File: config.mk
export PLATFORM = sky130hd
export DESIGN_NAME = hrc_mixed_radix
export DESIGN_NICKNAME = d
export VERILOG_FILES = /design/src/rtl/hrc_mr_pkg.sv /design/src/rtl/hrc_seed.sv /design/src/rtl/hrc_r2_stage.sv /design/src/rtl/hrc_r4_stage.sv /design/src/rtl/hrc_mixed_radix.sv
export SDC_FILE = /design/constraint.sdc
export NUM_CORES = 2
export LEC_CHECK = 0
export CAP_MARGIN = 5
export CORE_UTILIZATION = 47
export CTS_BUF_LIST = sky130_fd_sc_hd__clkbuf_8
export CTS_CLUSTER_DIAMETER = 40
export DETAILED_ROUTE_END_ITERATION = 10
export SYNTH_ARGS = -nofsm -noshare
export SYNTH_HDL_FRONTEND = slang
export SYNTH_HIERARCHICAL = 1
export SYNTH_SLANG_ARGS = --single-unit
File: constraint.sdc
create_clock -name clk -period 6 [get_ports clk]
set_input_delay 1.2 -clock clk [delete_from_list [all_inputs] [get_ports clk]]
set_output_delay 1.2 -clock clk [all_outputs]
set_load 0.02 [all_outputs]
File: src/rtl/hrc_mr_pkg.sv
`timescale 1ns/1ps
package hrc_mr_pkg;

  typedef enum logic [1:0] {
    DG_ZERO = 2'd0,
    DG_ONE  = 2'd1,
    DG_TWO  = 2'd2
  } r4_digit_e;

  // atanh(2^-s) rounded to 'frac' fraction bits, via the odd power series
  // evaluated in a 48-bit fraction accumulator.
  function automatic int atanh_pow2_q(input int s, input int frac);
    longint acc;
    longint term;
    int     e;
    acc = 0;
    for (int n = 0; n < 24; n++) begin
      e = 48 - s * (2 * n + 1);
      if (e >= 0) begin
        term = (64'sd1 <<< e);
        acc  = acc + term / longint'(2 * n + 1);
      end
    end
    return int'((acc + (64'sd1 <<< (47 - frac))) >>> (48 - frac));
  endfunction

  // Number of binary stages for indices 1..last, including repeated indices
  // (4, 13, 40, ...) that hyperbolic convergence requires.
  function automatic int r2_count(input int last);
    int cnt;
    int nxt;
    cnt = 0;
    nxt = 4;
    for (int k = 1; k <= last; k++) begin
      cnt++;
      if (k == nxt) begin
        cnt++;
        nxt = 3 * nxt + 1;
      end
    end
    return cnt;
  endfunction

  // Shift index used by binary stage position p.
  function automatic int r2_index(input int p);
    int  pos;
    int  nxt;
    int  res;
    bit  found;
    pos   = 0;
    nxt   = 4;
    res   = 1;
    found = 1'b0;
    for (int k = 1; k <= 40; k++) begin
      if (!found && pos == p) begin
        res   = k;
        found = 1'b1;
      end
      pos++;
      if (k == nxt) begin
        if (!found && pos == p) begin
          res   = k;
          found = 1'b1;
        end
        pos++;
        nxt = 3 * nxt + 1;
      end
    end
    return res;
  endfunction

endpackage

File: src/rtl/hrc_seed.sv
`timescale 1ns/1ps
module hrc_seed #(
  parameter int W    = 16,
  parameter int FRAC = 14
) (
  input  logic                clk,
  input  logic                rst,
  input  logic                v_i,
  input  logic signed [W-1:0] ang_i,
  output logic                v_o,
  output logic signed [W-1:0] x_o,
  output logic signed [W-1:0] y_o,
  output logic signed [W-1:0] z_o
);
  localparam logic signed [W-1:0] UNIT = W'(1) <<< FRAC;

  always_ff @(posedge clk) begin
    if (rst) begin
      v_o <= 1'b0;
      x_o <= '0;
      y_o <= '0;
      z_o <= '0;
    end else begin
      v_o <= v_i;
      if (v_i) begin
        x_o <= UNIT;
        y_o <= '0;
        z_o <= ang_i;
      end
    end
  end
endmodule

File: src/rtl/hrc_r2_stage.sv
`timescale 1ns/1ps
module hrc_r2_stage
  import hrc_mr_pkg::*;
#(
  parameter int W     = 16,
  parameter int FRAC  = 14,
  parameter int SHIFT = 1
) (
  input  logic                clk,
  input  logic                rst,
  input  logic                v_i,
  input  logic signed [W-1:0] x_i,
  input  logic signed [W-1:0] y_i,
  input  logic signed [W-1:0] z_i,
  output logic                v_o,
  output logic signed [W-1:0] x_o,
  output logic signed [W-1:0] y_o,
  output logic signed [W-1:0] z_o
);
  localparam int                  ALPHA_I = atanh_pow2_q(SHIFT, FRAC);
  localparam logic signed [W-1:0] ALPHA   = ALPHA_I[W-1:0];

  logic                go_up;
  logic signed [W-1:0] xs, ys;
  logic signed [W-1:0] x_n, y_n, z_n;

  always_comb begin
    go_up = ~z_i[W-1];
    xs    = x_i >>> SHIFT;
    ys    = y_i >>> SHIFT;
    if (go_up) begin
      x_n = x_i + ys;
      y_n = y_i + xs;
      z_n = z_i - ALPHA;
    end else begin
      x_n = x_i - ys;
      y_n = y_i - xs;
      z_n = z_i + ALPHA;
    end
  end

  always_ff @(posedge clk) begin
    if (rst) begin
      v_o <= 1'b0;
      x_o <= '0;
      y_o <= '0;
      z_o <= '0;
    end else begin
      v_o <= v_i;
      if (v_i) begin
        x_o <= x_n;
        y_o <= y_n;
        z_o <= z_n;
      end
    end
  end
endmodule

File: src/rtl/hrc_r4_stage.sv
`timescale 1ns/1ps
module hrc_r4_stage
  import hrc_mr_pkg::*;
#(
  parameter int W    = 16,
  parameter int FRAC = 14,
  parameter int J    = 2
) (
  input  logic                clk,
  input  logic                rst,
  input  logic                v_i,
  input  logic signed [W-1:0] x_i,
  input  logic signed [W-1:0] y_i,
  input  logic signed [W-1:0] z_i,
  output logic                v_o,
  output logic signed [W-1:0] x_o,
  output logic signed [W-1:0] y_o,
  output logic signed [W-1:0] z_o
);
  // digit 1 weight 4^-J = 2^-2J ; digit 2 weight 2*4^-J = 2^-(2J-1)
  localparam int SH1 = 2 * J;
  localparam int SH2 = 2 * J - 1;
  localparam int A1_I = atanh_pow2_q(SH1, FRAC);
  localparam int A2_I = atanh_pow2_q(SH2, FRAC);
  localparam int T1_I = (A1_I + 1) / 2;
  localparam int T2_I = (A1_I + A2_I + 1) / 2;
  localparam logic signed [W-1:0] A1 = A1_I[W-1:0];
  localparam logic signed [W-1:0] A2 = A2_I[W-1:0];
  localparam logic [W-1:0]        T1 = T1_I[W-1:0];
  localparam logic [W-1:0]        T2 = T2_I[W-1:0];

  r4_digit_e           dig;
  logic                neg;
  logic signed [W-1:0] z_neg;
  logic [W-1:0]        mag;
  logic signed [W-1:0] dx, dy, da;
  logic signed [W-1:0] x_n, y_n, z_n;

  always_comb begin
    neg   = z_i[W-1];
    z_neg = -z_i;
    mag   = neg ? z_neg : z_i;
    if (mag >= T2)      dig = DG_TWO;
    else if (mag >= T1) dig = DG_ONE;
    else                dig = DG_ZERO;

    unique case (dig)
      DG_TWO: begin
        dx = y_i >>> SH2;
        dy = x_i >>> SH2;
        da = A2;
      end
      DG_ONE: begin
        dx = y_i >>> SH1;
        dy = x_i >>> SH1;
        da = A1;
      end
      default: begin
        dx = '0;
        dy = '0;
        da = '0;
      end
    endcase

    if (neg) begin
      x_n = x_i - dx;
      y_n = y_i - dy;
      z_n = z_i + da;
    end else begin
      x_n = x_i + dx;
      y_n = y_i + dy;
      z_n = z_i - da;
    end
  end

  always_ff @(posedge clk) begin
    if (rst) begin
      v_o <= 1'b0;
      x_o <= '0;
      y_o <= '0;
      z_o <= '0;
    end else begin
      v_o <= v_i;
      if (v_i) begin
        x_o <= x_n;
        y_o <= y_n;
        z_o <= z_n;
      end
    end
  end
endmodule

File: src/rtl/hrc_mixed_radix.sv
`timescale 1ns/1ps
module hrc_mixed_radix
  import hrc_mr_pkg::*;
#(
  parameter int W        = 16,
  parameter int FRAC     = 14,
  parameter int R2_LAST  = 4,
  parameter int R4_FIRST = 2,
  parameter int R4_LAST  = 7
) (
  input  logic                clk,
  input  logic                rst,
  input  logic                in_valid,
  input  logic signed [W-1:0] in_angle,
  output logic                out_valid,
  output logic signed [W-1:0] out_cosh,
  output logic signed [W-1:0] out_sinh
);
  localparam int N_R2    = r2_count(R2_LAST);
  localparam int N_R4    = R4_LAST - R4_FIRST + 1;
  localparam int N_ST    = N_R2 + N_R4;
  localparam int LATENCY = N_ST + 1;

  logic                v_s [N_ST+1];
  logic signed [W-1:0] x_s [N_ST+1];
  logic signed [W-1:0] y_s [N_ST+1];
  logic signed [W-1:0] z_s [N_ST+1];
  logic signed [W-1:0] z_unused;

  hrc_seed #(.W(W), .FRAC(FRAC)) seed_i (
    .clk   (clk),
    .rst   (rst),
    .v_i   (in_valid),
    .ang_i (in_angle),
    .v_o   (v_s[0]),
    .x_o   (x_s[0]),
    .y_o   (y_s[0]),
    .z_o   (z_s[0])
  );

  for (genvar p = 0; p < N_ST; p++) begin : g_stage
    if (p < N_R2) begin : g_bin
      hrc_r2_stage #(.W(W), .FRAC(FRAC), .SHIFT(r2_index(p))) st_i (
        .clk (clk),
        .rst (rst),
        .v_i (v_s[p]),
        .x_i (x_s[p]),
        .y_i (y_s[p]),
        .z_i (z_s[p]),
        .v_o (v_s[p+1]),
        .x_o (x_s[p+1]),
        .y_o (y_s[p+1]),
        .z_o (z_s[p+1])
      );
    end else begin : g_quad
      hrc_r4_stage #(.W(W), .FRAC(FRAC), .J(R4_FIRST + p - N_R2)) st_i (
        .clk (clk),
        .rst (rst),
        .v_i (v_s[p]),
        .x_i (x_s[p]),
        .y_i (y_s[p]),
        .z_i (z_s[p]),
        .v_o (v_s[p+1]),
        .x_o (x_s[p+1]),
        .y_o (y_s[p+1]),
        .z_o (z_s[p+1])
      );
    end
  end

  assign z_unused  = z_s[N_ST];
  assign out_valid = v_s[N_ST];
  assign out_cosh  = x_s[N_ST];
  assign out_sinh  = y_s[N_ST];
endmodule

==> metrics.md <==
| Metric | Value |
|---|---|
| First-pass GRT wire length | approximately 230000 um |
| Antenna Nets Post-Route | 0 |
| Slowest-stage cell, CP | dfxtp_1 |
| Layout cells sized above 1 | 8.09% |
| Critical path class | flop to flop |
| IO Port Bufs | 51 |
| Outcome | complete, but fails checks |
| Vias per std cell | about 5.9 |
| Clock Tree Root | clkbuf_8 |
| Routed via count | roughly 46000 |
| Area grow syn2layout | 8.86% |
| Total track usage | a little over a quarter |
| Synthesized area | 50100 um2 |
| Sw Pwr | 0.00524 W |
| DRC | 2 |
| Syn Inst Count | ~6300 |
| # rows | 119 |
| Worst skew pair latency | roughly 800 ps |
| Core region area | 105000 um2 |
| Final period util | 94.6% |
| Worst Path Max Fanout | 31 |
| Total internal power | 0.00861 W |
| CTS tree | built |
| CP arrival | 6320 ps |
| Syn avg cell area | 7.90 um2 |
| Worst vdd rail ir drop | between 150 and 200 uV |
| Grt ovf | 0 |
| Setup violators final | 0 |
| Post-DP HPWL | 112000 um |
| WL final | 146000 um |
| Failing checks | DRC |
| IO Pins | 52 |
| Placed cell count | 7615 |
| CTS Sinks | 541 |
| Die H | between 300 and 400 um |
| P_leak | 21.9 nW |
| Worst-Margin Slew | 1120 ps |
| Worst min path class | flop to flop |
| Reg clk slew, reported paths | 60 ps |
| Vias in the first global route | 42200 |
| Final net count | 6902 |
| Switching Fraction | 37.8% |
| Synth warn | 6 |
| Sequential power share | 28.2% |
| Setup crit start kind | flop |
| Final cell count without fillers | a little under 8000 |
| Comb power frac | between 40% and 50% |
| Setup Skew | 55.3 ps |
| Avg WL per Cell | 18.6 um |
| Post-CTS Hold Fix Bufs | 0 |
| Maximum clock rate | 176 MHz |
| Initial antenna violation count | 8 |
| Die area | 108000 um2 |
| Min Tclk post-route | 5680 ps |
| Largest net degree at the start of global routing | 84 |
| Power Density | approximately 250 nW/um2 |
| CP peak stage delay | between 400 and 500 ps |
| Worst Path Required | 6650 ps |
| Router iterations before antenna repair | 8 |
| Slew HR | 24.5% |
| Clk pwr share | 31.0% |
| Worst Setup End Kind | flop |
| Chip width | approximately 330 um |
| Total power | 0.0139 W |
| GP Congestion | 0.908 |
| Most common cell after layout, fill and taps aside | nor2_1 |
| Initial Util | between 40% and 50% |
| Most frequent cells in the layout | 798 x nor2_1, 532 x dfxtp_1, 503 x ha_1, 497 x a21oi_1, 400 x nand2_1 |
| Max Slew Vio Count | 0 |
| CTS max path bufs | 3 |
| Max-cap viol count | 0 |
| H-tree levels | 3 |
| Num CTS Buffers | 113 |
| Final Hold Vio Count | 0 |
| DRT iter0 DRCs | 3264 |
==> metal layers <==
layer / up-vias / GRT usage, % / wire (um)
li1: 23100 / - / -
met1: 21600 / 40.8 / 75600
met2: 1032 / 38.2 / 59200
met3: 174 / 3.07 / 7970
met4: 0 / 5.89 / 2820
met5: - / 0 / 0
==> repair_timing <==
item | in CTS | in global routing
buffers inserted | 0 | 7
gates resized for setup | 0 | 31
setup endpoints to repair | 0 | 19
==> registers in the layout, indices dropped and copies added, names as in the netlist <==
name	count
g_stage.g_bin.st_i/v_o	5
g_stage.g_bin.st_i/x_o	80
g_stage.g_bin.st_i/y_o	80
g_stage.g_bin.st_i/z_o	80
g_stage.g_quad.st_i/v_o	6
g_stage.g_quad.st_i/x_o	96
g_stage.g_quad.st_i/y_o	96
g_stage.g_quad.st_i/z_o	80
seed_i/v_o	1
seed_i/x_o	1
seed_i/z_o	16
==> worst paths after layout <==
path	start	to	slack [ps]	cells past startpoint
worst max register to register	g_stage[6].g_quad.st_i/z_o[1]	g_stage[7].g_quad.st_i/y_o[15]	320	26
worst max-delay path	g_stage[6].g_quad.st_i/z_o[1]	g_stage[7].g_quad.st_i/y_o[15]	320	26
worst min-delay path	g_stage[2].g_bin.st_i/z_o[12]	g_stage[2].g_bin.st_i/z_o[12]	460	2
worst min register to register	g_stage[2].g_bin.st_i/z_o[12]	g_stage[2].g_bin.st_i/z_o[12]	460	2
==> cell type report <==
| class | count | area, um2 |
|---|---|---|
| Antenna cell | 3 | 7.51 |
| Clock buffer | 138 | 1900 |
| Clock inverter | 72 | 641 |
| Fill cell | 10400 | 50900 |
| Inverter | 268 | 1010 |
| Multi-Input combinational cell | 5259 | 37000 |
| Sequential cell | 541 | 10800 |
| Tap cell | 1391 | 1740 |
| Timing Repair Buffer | 163 | 1360 |
==> metrics by stage <==
stage               worst slack [ps]  area, um2  util (%)  TNS [ps]  hold WS [ps]
finish                           323      54500      51.7         0           463
global route                   -47.0      54500      51.7     -54.4           484
CTS                              114      54300      51.6         0           463
detailed placement               212      51800      49.1         0           453
global placement                 247      51800      49.1         0           445
floorplan                        293      50200         -         0           420
==> critical path, delay by kind of cell (launching register included) <==
kind | cells | cell delay [ps]
adder cells (fa/ha/maj) | 3 | 790
AO/OA/AOI/OAI | 13 | 2620
buffers and inverters | 4 | 680
AND/OR/NAND/NOR | 4 | 680
flip-flops | 1 | 470
XOR/XNOR | 2 | 290
==> power groups by stage <==
stage | combinational (W) | sequential [W] | clock [W]
6_report | 0.00565 | 0.00391 | 0.00429
5_1_grt | 0.00626 | 0.00393 | 0.00458
4_1_cts | 0.00556 | 0.00391 | 0.00443
3_5_place_dp | 0.00551 | 0.00399 | 0
3_3_place_gp | 0.00548 | 0.00399 | 0
2_1_floorplan | 0.00441 | 0.00390 | 0
No activity file was read; power rests on OpenSTA's default activity.
